<file path="src/rtl/ivr_pkg.sv">
package ivr_pkg;
  localparam int ADDR_W  = 13;
  localparam int IDX_W   = 5;
  localparam int EN_W    = 5;
  localparam int WIN_CYC = 4;
  localparam int MIN_BOOT = 128;

  // First word of the boot region for a given size code.
  function automatic logic [ADDR_W-1:0] boot_start(input logic [1:0] code);
    logic [ADDR_W:0] top;
    logic [ADDR_W:0] span;
    top  = (ADDR_W+1)'(1) << ADDR_W;
    span = (ADDR_W+1)'(MIN_BOOT) << code;
    return ADDR_W'(top - span);
  endfunction

  // Each slot takes two program words.
  function automatic logic [ADDR_W-1:0] slot_addr(input logic [ADDR_W-1:0] base,
                                                  input logic [IDX_W-1:0] idx);
    return base + (ADDR_W'(idx) << 1);
  endfunction
endpackage

</file>
<file path="src/rtl/ivr_unlock.sv">
module ivr_unlock
  import ivr_pkg::*;
#(
  parameter int WIN = WIN_CYC
) (
  input  logic clk,
  input  logic rst_n,
  input  logic wr,
  input  logic arm_bit,
  input  logic sel_bit,
  input  logic retire,
  output logic ce_q,
  output logic sel_q,
  output logic suppress
);
  localparam int CNT_W = $clog2(WIN + 1);

  logic [CNT_W-1:0] cnt_q;
  logic hold_q;
  logic arm_ev, sel_ev, lapse_ev;

  assign arm_ev   = wr && arm_bit;
  assign sel_ev   = wr && !arm_bit && ce_q;
  assign lapse_ev = ce_q && !wr && (cnt_q == CNT_W'(1));

  always_ff @(posedge clk) begin
    if (!rst_n) begin
      ce_q  <= 1'b0;
      sel_q <= 1'b0;
      cnt_q <= '0;
    end else if (arm_ev) begin
      ce_q  <= 1'b1;
      cnt_q <= CNT_W'(WIN);
    end else if (sel_ev) begin
      ce_q  <= 1'b0;
      sel_q <= sel_bit;
      cnt_q <= '0;
    end else if (ce_q) begin
      if (cnt_q == CNT_W'(1)) ce_q <= 1'b0;
      cnt_q <= cnt_q - CNT_W'(1);
    end
  end

  always_ff @(posedge clk) begin
    if (!rst_n)      hold_q <= 1'b0;
    else if (sel_ev) hold_q <= 1'b1;
    else if (retire) hold_q <= 1'b0;
  end

  assign suppress = ce_q || hold_q;

  // Checker: length of the open window.
  logic [CNT_W:0] open_len;
  always_ff @(posedge clk) begin
    if (!rst_n)        open_len <= '0;
    else if (arm_ev)   open_len <= '0;
    else if (ce_q)     open_len <= open_len + 1'b1;
    else               open_len <= '0;
  end

  assert_window_bound_R5: assert property (@(posedge clk) disable iff (!rst_n)
    open_len <= (CNT_W+1)'(WIN));
  assert_lapse_closes_R5: assert property (@(posedge clk) disable iff (!rst_n)
    lapse_ev |=> !ce_q);
  assert_sel_locked_R4: assert property (@(posedge clk) disable iff (!rst_n)
    !ce_q |=> $stable(sel_q));
  assert_suppress_open_R6: assert property (@(posedge clk) disable iff (!rst_n)
    ce_q |-> suppress);
  assert_hold_release_R7: assert property (@(posedge clk) disable iff (!rst_n)
    (hold_q && retire && !sel_ev && !arm_ev) |=> !suppress);
  assert_hold_after_sel_R7: assert property (@(posedge clk) disable iff (!rst_n)
    sel_ev |=> suppress);
endmodule

</file>
<file path="src/rtl/ivr_vecgen.sv">
module ivr_vecgen
  import ivr_pkg::*;
(
  input  logic              clk,
  input  logic              rst_n,
  input  logic              sel,
  input  logic [1:0]        size_code,
  input  logic [IDX_W-1:0]  idx,
  output logic [ADDR_W-1:0] base,
  output logic [ADDR_W-1:0] addr
);
  assign base = sel ? boot_start(size_code) : '0;
  assign addr = slot_addr(base, idx);

  assert_app_base_R8: assert property (@(posedge clk) disable iff (!rst_n)
    !sel |-> (base == '0));
  assert_slot_even_R9: assert property (@(posedge clk) disable iff (!rst_n)
    addr[0] == base[0]);
endmodule

</file>
<file path="src/rtl/ivr_gate.sv">
module ivr_gate (
  input  logic clk,
  input  logic rst_n,
  input  logic sel,
  input  logic suppress,
  input  logic lock_app,
  input  logic lock_boot,
  input  logic in_boot,
  output logic allow
);
  logic region_block;

  assign region_block = (sel && lock_app && !in_boot) ||
                        (!sel && lock_boot && in_boot);
  assign allow = !suppress && !region_block;

  assert_suppress_gates_R10: assert property (@(posedge clk) disable iff (!rst_n)
    suppress |-> !allow);
  assert_free_allows_R10: assert property (@(posedge clk) disable iff (!rst_n)
    (!suppress && !lock_app && !lock_boot) |-> allow);
endmodule

</file>
<file path="src/rtl/ivec_relocator.sv">
module ivec_relocator
  import ivr_pkg::*;
(
  input  logic              clk,
  input  logic              rst_n,
  input  logic              bus_wr,
  input  logic [7:0]        bus_wdata,
  output logic [7:0]        bus_rdata,
  input  logic [1:0]        boot_size,
  input  logic              lock_app,
  input  logic              lock_boot,
  input  logic              exec_in_boot,
  input  logic              retire,
  input  logic [IDX_W-1:0]  irq_index,
  output logic [ADDR_W-1:0] vec_base,
  output logic [ADDR_W-1:0] vec_addr,
  output logic [EN_W-1:0]   irq_enable,
  output logic              irq_suppress,
  output logic              irq_allow
);
  logic ce_q, sel_q;
  logic [EN_W-1:0] en_q;

  always_ff @(posedge clk) begin
    if (!rst_n)      en_q <= '0;
    else if (bus_wr) en_q <= bus_wdata[7:3];
  end

  ivr_unlock #(.WIN(WIN_CYC)) u_unlock (
    .clk(clk), .rst_n(rst_n), .wr(bus_wr), .arm_bit(bus_wdata[0]),
    .sel_bit(bus_wdata[1]), .retire(retire),
    .ce_q(ce_q), .sel_q(sel_q), .suppress(irq_suppress)
  );

  ivr_vecgen u_vec (
    .clk(clk), .rst_n(rst_n), .sel(sel_q), .size_code(boot_size),
    .idx(irq_index), .base(vec_base), .addr(vec_addr)
  );

  ivr_gate u_gate (
    .clk(clk), .rst_n(rst_n), .sel(sel_q), .suppress(irq_suppress),
    .lock_app(lock_app), .lock_boot(lock_boot), .in_boot(exec_in_boot),
    .allow(irq_allow)
  );

  assign irq_enable = en_q;
  assign bus_rdata  = {en_q, 1'b0, sel_q, ce_q};

  assert_reserved_zero_R2: assert property (@(posedge clk) disable iff (!rst_n)
    bus_rdata[2] == 1'b0);
  assert_enable_write_R2: assert property (@(posedge clk) disable iff (!rst_n)
    bus_wr |=> (irq_enable == $past(bus_wdata[7:3])));
endmodule

</file>
<file path="config.mk">
export PLATFORM = sky130hd
export DESIGN_NAME = ivec_relocator
export DESIGN_NICKNAME = d
export VERILOG_FILES = /design/src/rtl/ivr_pkg.sv /design/src/rtl/ivr_unlock.sv /design/src/rtl/ivr_vecgen.sv /design/src/rtl/ivr_gate.sv /design/src/rtl/ivec_relocator.sv
export SDC_FILE = /design/constraint.sdc
export NUM_CORES = 1
export LEC_CHECK = 0
export ABC_AREA = 1
export BUFFER_PORTS_ARGS = -buffer_cell sky130_fd_sc_hd__buf_2
export CAP_MARGIN = 20
export CORE_MARGIN = 1.5
export CORE_UTILIZATION = 33
export DETAILED_ROUTE_END_ITERATION = 8
export MAX_ROUTING_LAYER = met4
export PLACE_DENSITY = 0.74
export SYNTH_ARGS = -nofsm -noshare
export SYNTH_HDL_FRONTEND = slang
export SYNTH_SLANG_ARGS = --single-unit
</file>
<file path="constraint.sdc">
create_clock -name clk -period 1 [get_ports clk]
set_input_delay 0.1 -clock clk [delete_from_list [all_inputs] [get_ports clk]]
set_output_delay 0.1 -clock clk [all_outputs]
set_load 0.01 [all_outputs]
</file>
# Word-level counts from Yosys, hierarchy flattened

Index checks and enable logic that the tools add are counted.
W data, S select, Z words.

Multiplexer cells: 10
Divide/modulo/power cells: 0
Add/subtract/negate cells: 3
Bitwise operators: 2
Shifts and indexed selects: 1
$lt $le $gt $ge: 0
Equality and inequality tests: 1
Reductions and logical operators: 19
Multipliers: 0

Operators by type and width:

| kind                    | count |
|---|---|
| $add A13 B6 Y13         | 1 |
| $mux W13                | 1 |
| $shl A8 B2 Y13 const A  | 1 |
| $sub A1 B13 Y13 const A | 1 |
| $mux W3                 | 3 |
| $logic_and A1 B1 Y1     | 8 |
| $mux W1                 | 6 |
| $logic_not A1 Y1        | 5 |
| $eq A3 B1 Y1 const B    | 1 |
| $reduce_bool A3 Y1      | 1 |
| $reduce_or A3 Y1        | 1 |
| $sub A3 B1 Y3 const B   | 1 |
| $logic_or A1 B1 Y1      | 2 |
| $not A1 Y1              | 2 |
| $reduce_and A2 Y1       | 1 |
| $reduce_bool A2 Y1      | 1 |

Bits in read-only memories: 0
Output and inout bits: 41
Word-level logic and storage cells: 42
RAM bits: 0
Flip-flop bits (word level): 11
Bits in latches: 0
Memories kept: 0

# Depth between registers and ports, before layout

Depth after elaboration: 6
Depth in mapped cells: 6
Depth with buffers taken out: 6

# Hierarchy

Synthesis repeated with hierarchy kept, for this count alone.

Cells, all modules: 120
Area total of the unflattened synthesis: 788.3 um^2

Modules (own cells, without submodules):

| module         | times used | cells each | area an instance (um^2) |
|---|---|---|---|
| ivr_unlock     | 1          | 43         | 291.5 |
| ivec_relocator | 1          | 40         | 269.0 |
| ivr_vecgen     | 1          | 30         | 195.2 |
| ivr_gate       | 1          | 7          | 32.5 |

# Least setup slack after synthesis

OpenSTA, ideal clock, no wires.

Path kind: reg-to-output
Start: register u_unlock.sel_q
End: output port vec_base[7]
Data required time: 0.900 ns
Arrival: 0.960 ns
Path slack: -0.060 ns
Buffers on the path: 1
Stages on the path, launching flop included: 4
Path through: dfxtp_1 inv_2 nor3_1 buf_4

Longest elaborated chain between the ends: 1

Ends and longest elaborated chain:

| what                   | line                 | text |
|---|---|---|
| from (decl)            | ivr_unlock.sv:13     | `output logic sel_q,` |
| from (signal assigned) | ivr_unlock.sv:36     | `sel_q <= sel_bit;` |
| $mux W13               | ivr_vecgen.sv:12     | `assign base = sel ? boot_start(size_code) : '0;` |
| to (decl)              | ivec_relocator.sv:15 | `output logic [ADDR_W-1:0] vec_base,` |

Every way passes these cells.

# Worst setup path in the final report

Start: register u_unlock.sel_q
End: output port irq_allow

Longest elaborated chain between the ends: 6

Ends and longest elaborated chain:

| what                             | line                 | text |
|---|---|---|
| $logic_not A1 Y1                 | ivr_gate.sv:14       | `(!sel && lock_boot && in_boot);` |
| $logic_and A1 B1 Y1 (2 in a row) | ivr_gate.sv:14       |  |
| $logic_or A1 B1 Y1 (*)           | ivr_gate.sv:13       | `assign region_block = (sel && lock_app && !in_boot) \|\|` |
| $logic_not A1 Y1 (*)             | ivr_gate.sv:15       | `assign allow = !suppress && !region_block;` |
| $logic_and A1 B1 Y1 (*)          | ivr_gate.sv:15       |  |
| to (decl)                        | ivec_relocator.sv:19 | `output logic irq_allow` |

Every way passes the cells marked *; elsewhere a longest branch is shown, timed or not.

==> metrics <==
worst setup path endpoint irq_allow; number of filler instances in the final layout 219; overall routing resource usage 0.1356; overall routed net length roughly 1600 um; required time of the worst setup path approximately 0.9 ns; number of pins exceeding their max-slew limit in the final report 0; most common cell after layout, fill and taps aside sky130_fd_sc_hd__buf_2; Design Power slightly above 1000 uW; Overflow after GRT 0; synthesized instance count approximately 100; RSZ-0062 raised after global routing true; cell family with the largest share of critical-path delay flip-flops; Reg2Reg Setup Slack approximately 0.07 ns; combinational family with the most area after synthesis buffers and inverters; power density over the cells approximately 1100 nW/um^2; number of gates on the worst path with buffers counted 3; buffers and inverters on the worst path 1; I/O pin total between 60 and 70; MaxCap Viol Count 0; area of the die between 2000 and 3000 um^2; Netlist Area Pre-Place 734.5 um^2; count of standard-cell rows 16; routed vias 652; slowest stage cell on the critical path sky130_fd_sc_hd__dfxtp_4; adder and majority cell fraction of the synthesized area 0.03407; average wire per cell in the routed design ~10 um; reg2reg end u_unlock.cnt_q[0]; number of nets in the layout around 160; Die X ~50 um; run status finished with violations; area share of the largest cell type after synthesis 0.2998; first-pass detailed-route iteration total 4; most area-consuming cells after synthesis sky130_fd_sc_hd__dfxtp_1, sky130_fd_sc_hd__buf_4, sky130_fd_sc_hd__nor2_1; launching instance or port of the critical path u_unlock.sel_q; pin count of the biggest net entering global routing 10; Reg2Reg Depth 4; number of antenna-violating nets in the routed design 0; number of buffers between clock root and the deepest sink 2; H-tree lvl count 1; wire length of the first global-routing pass 2463 um; count of unresolved DRC violations after routing 0; post-route clock period utilization 1.127; worst r2r src u_unlock.ce_q; Initial Utilization 0.3632; fraction of final layout cells with drive strength greater than 1 0.5231; post-synth top area cell sky130_fd_sc_hd__dfxtp_1; Synth Area per Inst slightly above 7 um^2; buffers added on ports between 40 and 50; time the worst path needs with I/O delays and setup 1.127 ns; number of CTS-inserted buffers 3; fraction of the mapped netlist area in compound gates 0.08177; ordered list of cells on the worst path nand2_2, o211a_1, buf_2; sequential element share of the synthesized area 0.2998; Inserted Diodes 0; Die Y-Extent about 50 um; Max rail drop VDD 0.8213 mV; Final Hold Viols 0; standby leakage power approximately 0.00052 uW; clock slew at the register clock pins of the worst setup and hold paths 0.07 ns; path type of the worst min-delay path in -> reg; root buffer cell sky130_fd_sc_hd__clkbuf_4; antenna violations before repair 0; count of synthesis-stage warnings from yosys 0; worst hold path stage count 3; type of element capturing the critical path output port; number of setup violations in the final report 11; number of clock sinks 11; Syn-to-layout area delta 24.36%; max frequency between 0.8 and 0.9 GHz; critical path fanouts, max 3; Setup Skew around 0.0020 ns; post-placement worst setup slack approximately 0.0098 ns; total half-perimeter wirelength after legalization and detailed placement 1172 um; number of global-route vias before repair slightly below 600; core area just over 2000 um^2; Data arrival, critical path 1.03 ns; TritonCTS clock tree built; portion of netlist area occupied by mux cells 0; most frequent cells in the layout sky130_fd_sc_hd__buf_2, sky130_fd_sc_hd__nor2_1, sky130_fd_sc_hd__conb_1; critical path's largest stage delay around 0.38 ns; failing checks negative setup slack; category of the most critical setup path reg -> out; post-synthesis share of cell area spent on xor and xnor gates 0.01193; register bit total from synthesis 11; Startpoint Class flip-flop; basic-gate share of the synthesized area counting and, or, nand and nor cells 0.1942; DR iter-0 viols 4; last weighted congestion value of the routability-driven placer 0.7171; DR vias/cell a little over 4; latest clock arrival within the worst-skew pair approximately 0.26 ns; Synth cell types 18; worst setup margin -0.1265 ns
## state kept, by name, indices dropped and copies added (netlist names)
register	count
u_unlock.hold_q	1
u_unlock.sel_q	1
u_unlock.cnt_q	3
irq_enable	5
u_unlock.ce_q	1
## per-layer routing
metal  global-route usage  part of all wire  wire length [um]  vias to the layer above
met4              0.02778                 0                 0                        0
met5                    -                 0                 0                        -
met2               0.2346              0.49               766                       42
li1                     -                 -                 -                      333
met3              0.06548              0.11               169                        0
met1               0.1386              0.40               631                      277
## area by class of cell
| cell class | count | area [um^2] | area share |
|---|---|---|---|
| Tap cell | 27 | 33.78 | 0.03699 |
| Timing Repair Buffer | 45 | 251.5 | 0.2753 |
| Sequential cell | 11 | 231.5 | 0.2534 |
| Inverter | 12 | 50.05 | 0.05479 |
| Multi-Input combinational cell | 58 | 320.3 | 0.3507 |
| Clock buffer | 4 | 26.28 | 0.02877 |
## logic make-up (layout without fill, tap and decap cells)
group / count (synthesis) / after routing
and+or+nand+nor: 34 / 34
AOI/OAI and AO/OA: 11 / 11
other: 1 / 10
adders and majority gates: 2 / 2
buffers and inverters: 44 / 61
DFF: 11 / 11
xor gates and xnor gates: 1 / 1
## how the worst min path moves through the flow
| stage | startpoint | to | slack (ns) |
|---|---|---|---|
| after floorplan | rst_n | u_unlock.sel_q | 0.22 |
| after global placement | irq_index[0] | vec_addr[1] | 0.20 |
| after detailed placement | irq_index[0] | vec_addr[1] | 0.20 |
| after CTS | bus_wdata[4] | irq_enable[1] | 0.05 |
| after global routing | bus_wdata[6] | irq_enable[3] | 0.06 |
| final | bus_wdata[4] | irq_enable[1] | 0.06 |
## report_power, final
group          switching, uW  total [uW]  leakage, uW  internal, uW
clock network            140         294    0.0000150           154
logic                    143         254     0.000415           110
registers               18.5         480    0.0000935           462
## cells in the mapped netlist
master and n:
sky130_fd_sc_hd__ha_1 2, sky130_fd_sc_hd__a21oi_1 4, sky130_fd_sc_hd__inv_2 3, sky130_fd_sc_hd__o211a_1 1, sky130_fd_sc_hd__dfxtp_1 11, sky130_fd_sc_hd__nor3_1 1
sky130_fd_sc_hd__nor2_2 1, sky130_fd_sc_hd__o21ai_0 5, sky130_fd_sc_hd__nand2_1 10, sky130_fd_sc_hd__clkbuf_1 3, sky130_fd_sc_hd__nand3_1 3, sky130_fd_sc_hd__nor2_1 18
sky130_fd_sc_hd__o21ai_1 1, sky130_fd_sc_hd__xnor2_1 1, sky130_fd_sc_hd__conb_1 1, sky130_fd_sc_hd__buf_4 29, sky130_fd_sc_hd__inv_1 9, sky130_fd_sc_hd__nand3b_2 1
## worst min-delay path: stages
cell and delay [ns]:
sky130_fd_sc_hd__buf_2 0.07, sky130_fd_sc_hd__nor2_1 0.03, sky130_fd_sc_hd__nor2_1 0.08
## stage by stage
stage          utilization  cells  setup TNS, ns  area (um^2)  hold WS (ns)
2_1_floorplan            -    113              0        773.2        0.2205
4_1_cts             0.4226    156        -0.4653        854.6       0.05111
3_3_place_gp        0.3948    151              0        798.3        0.2001
6_report            0.4517    157        -0.3898        913.4       0.05645
3_5_place_dp        0.3948    151              0        798.3        0.2001
5_1_grt             0.4517    157         -1.139        913.4       0.06433
## timing repair
action / in CTS / in global routing
resized for setup: 8 / 14
hold endpoints to repair: 0 / 0
hold buffers: 0 / 0
buffers inserted: 1 / 1
pin swaps: 0 / 3
endpoints found under the setup margin: 17 / 18
Power figures use the tool's default switching activity.
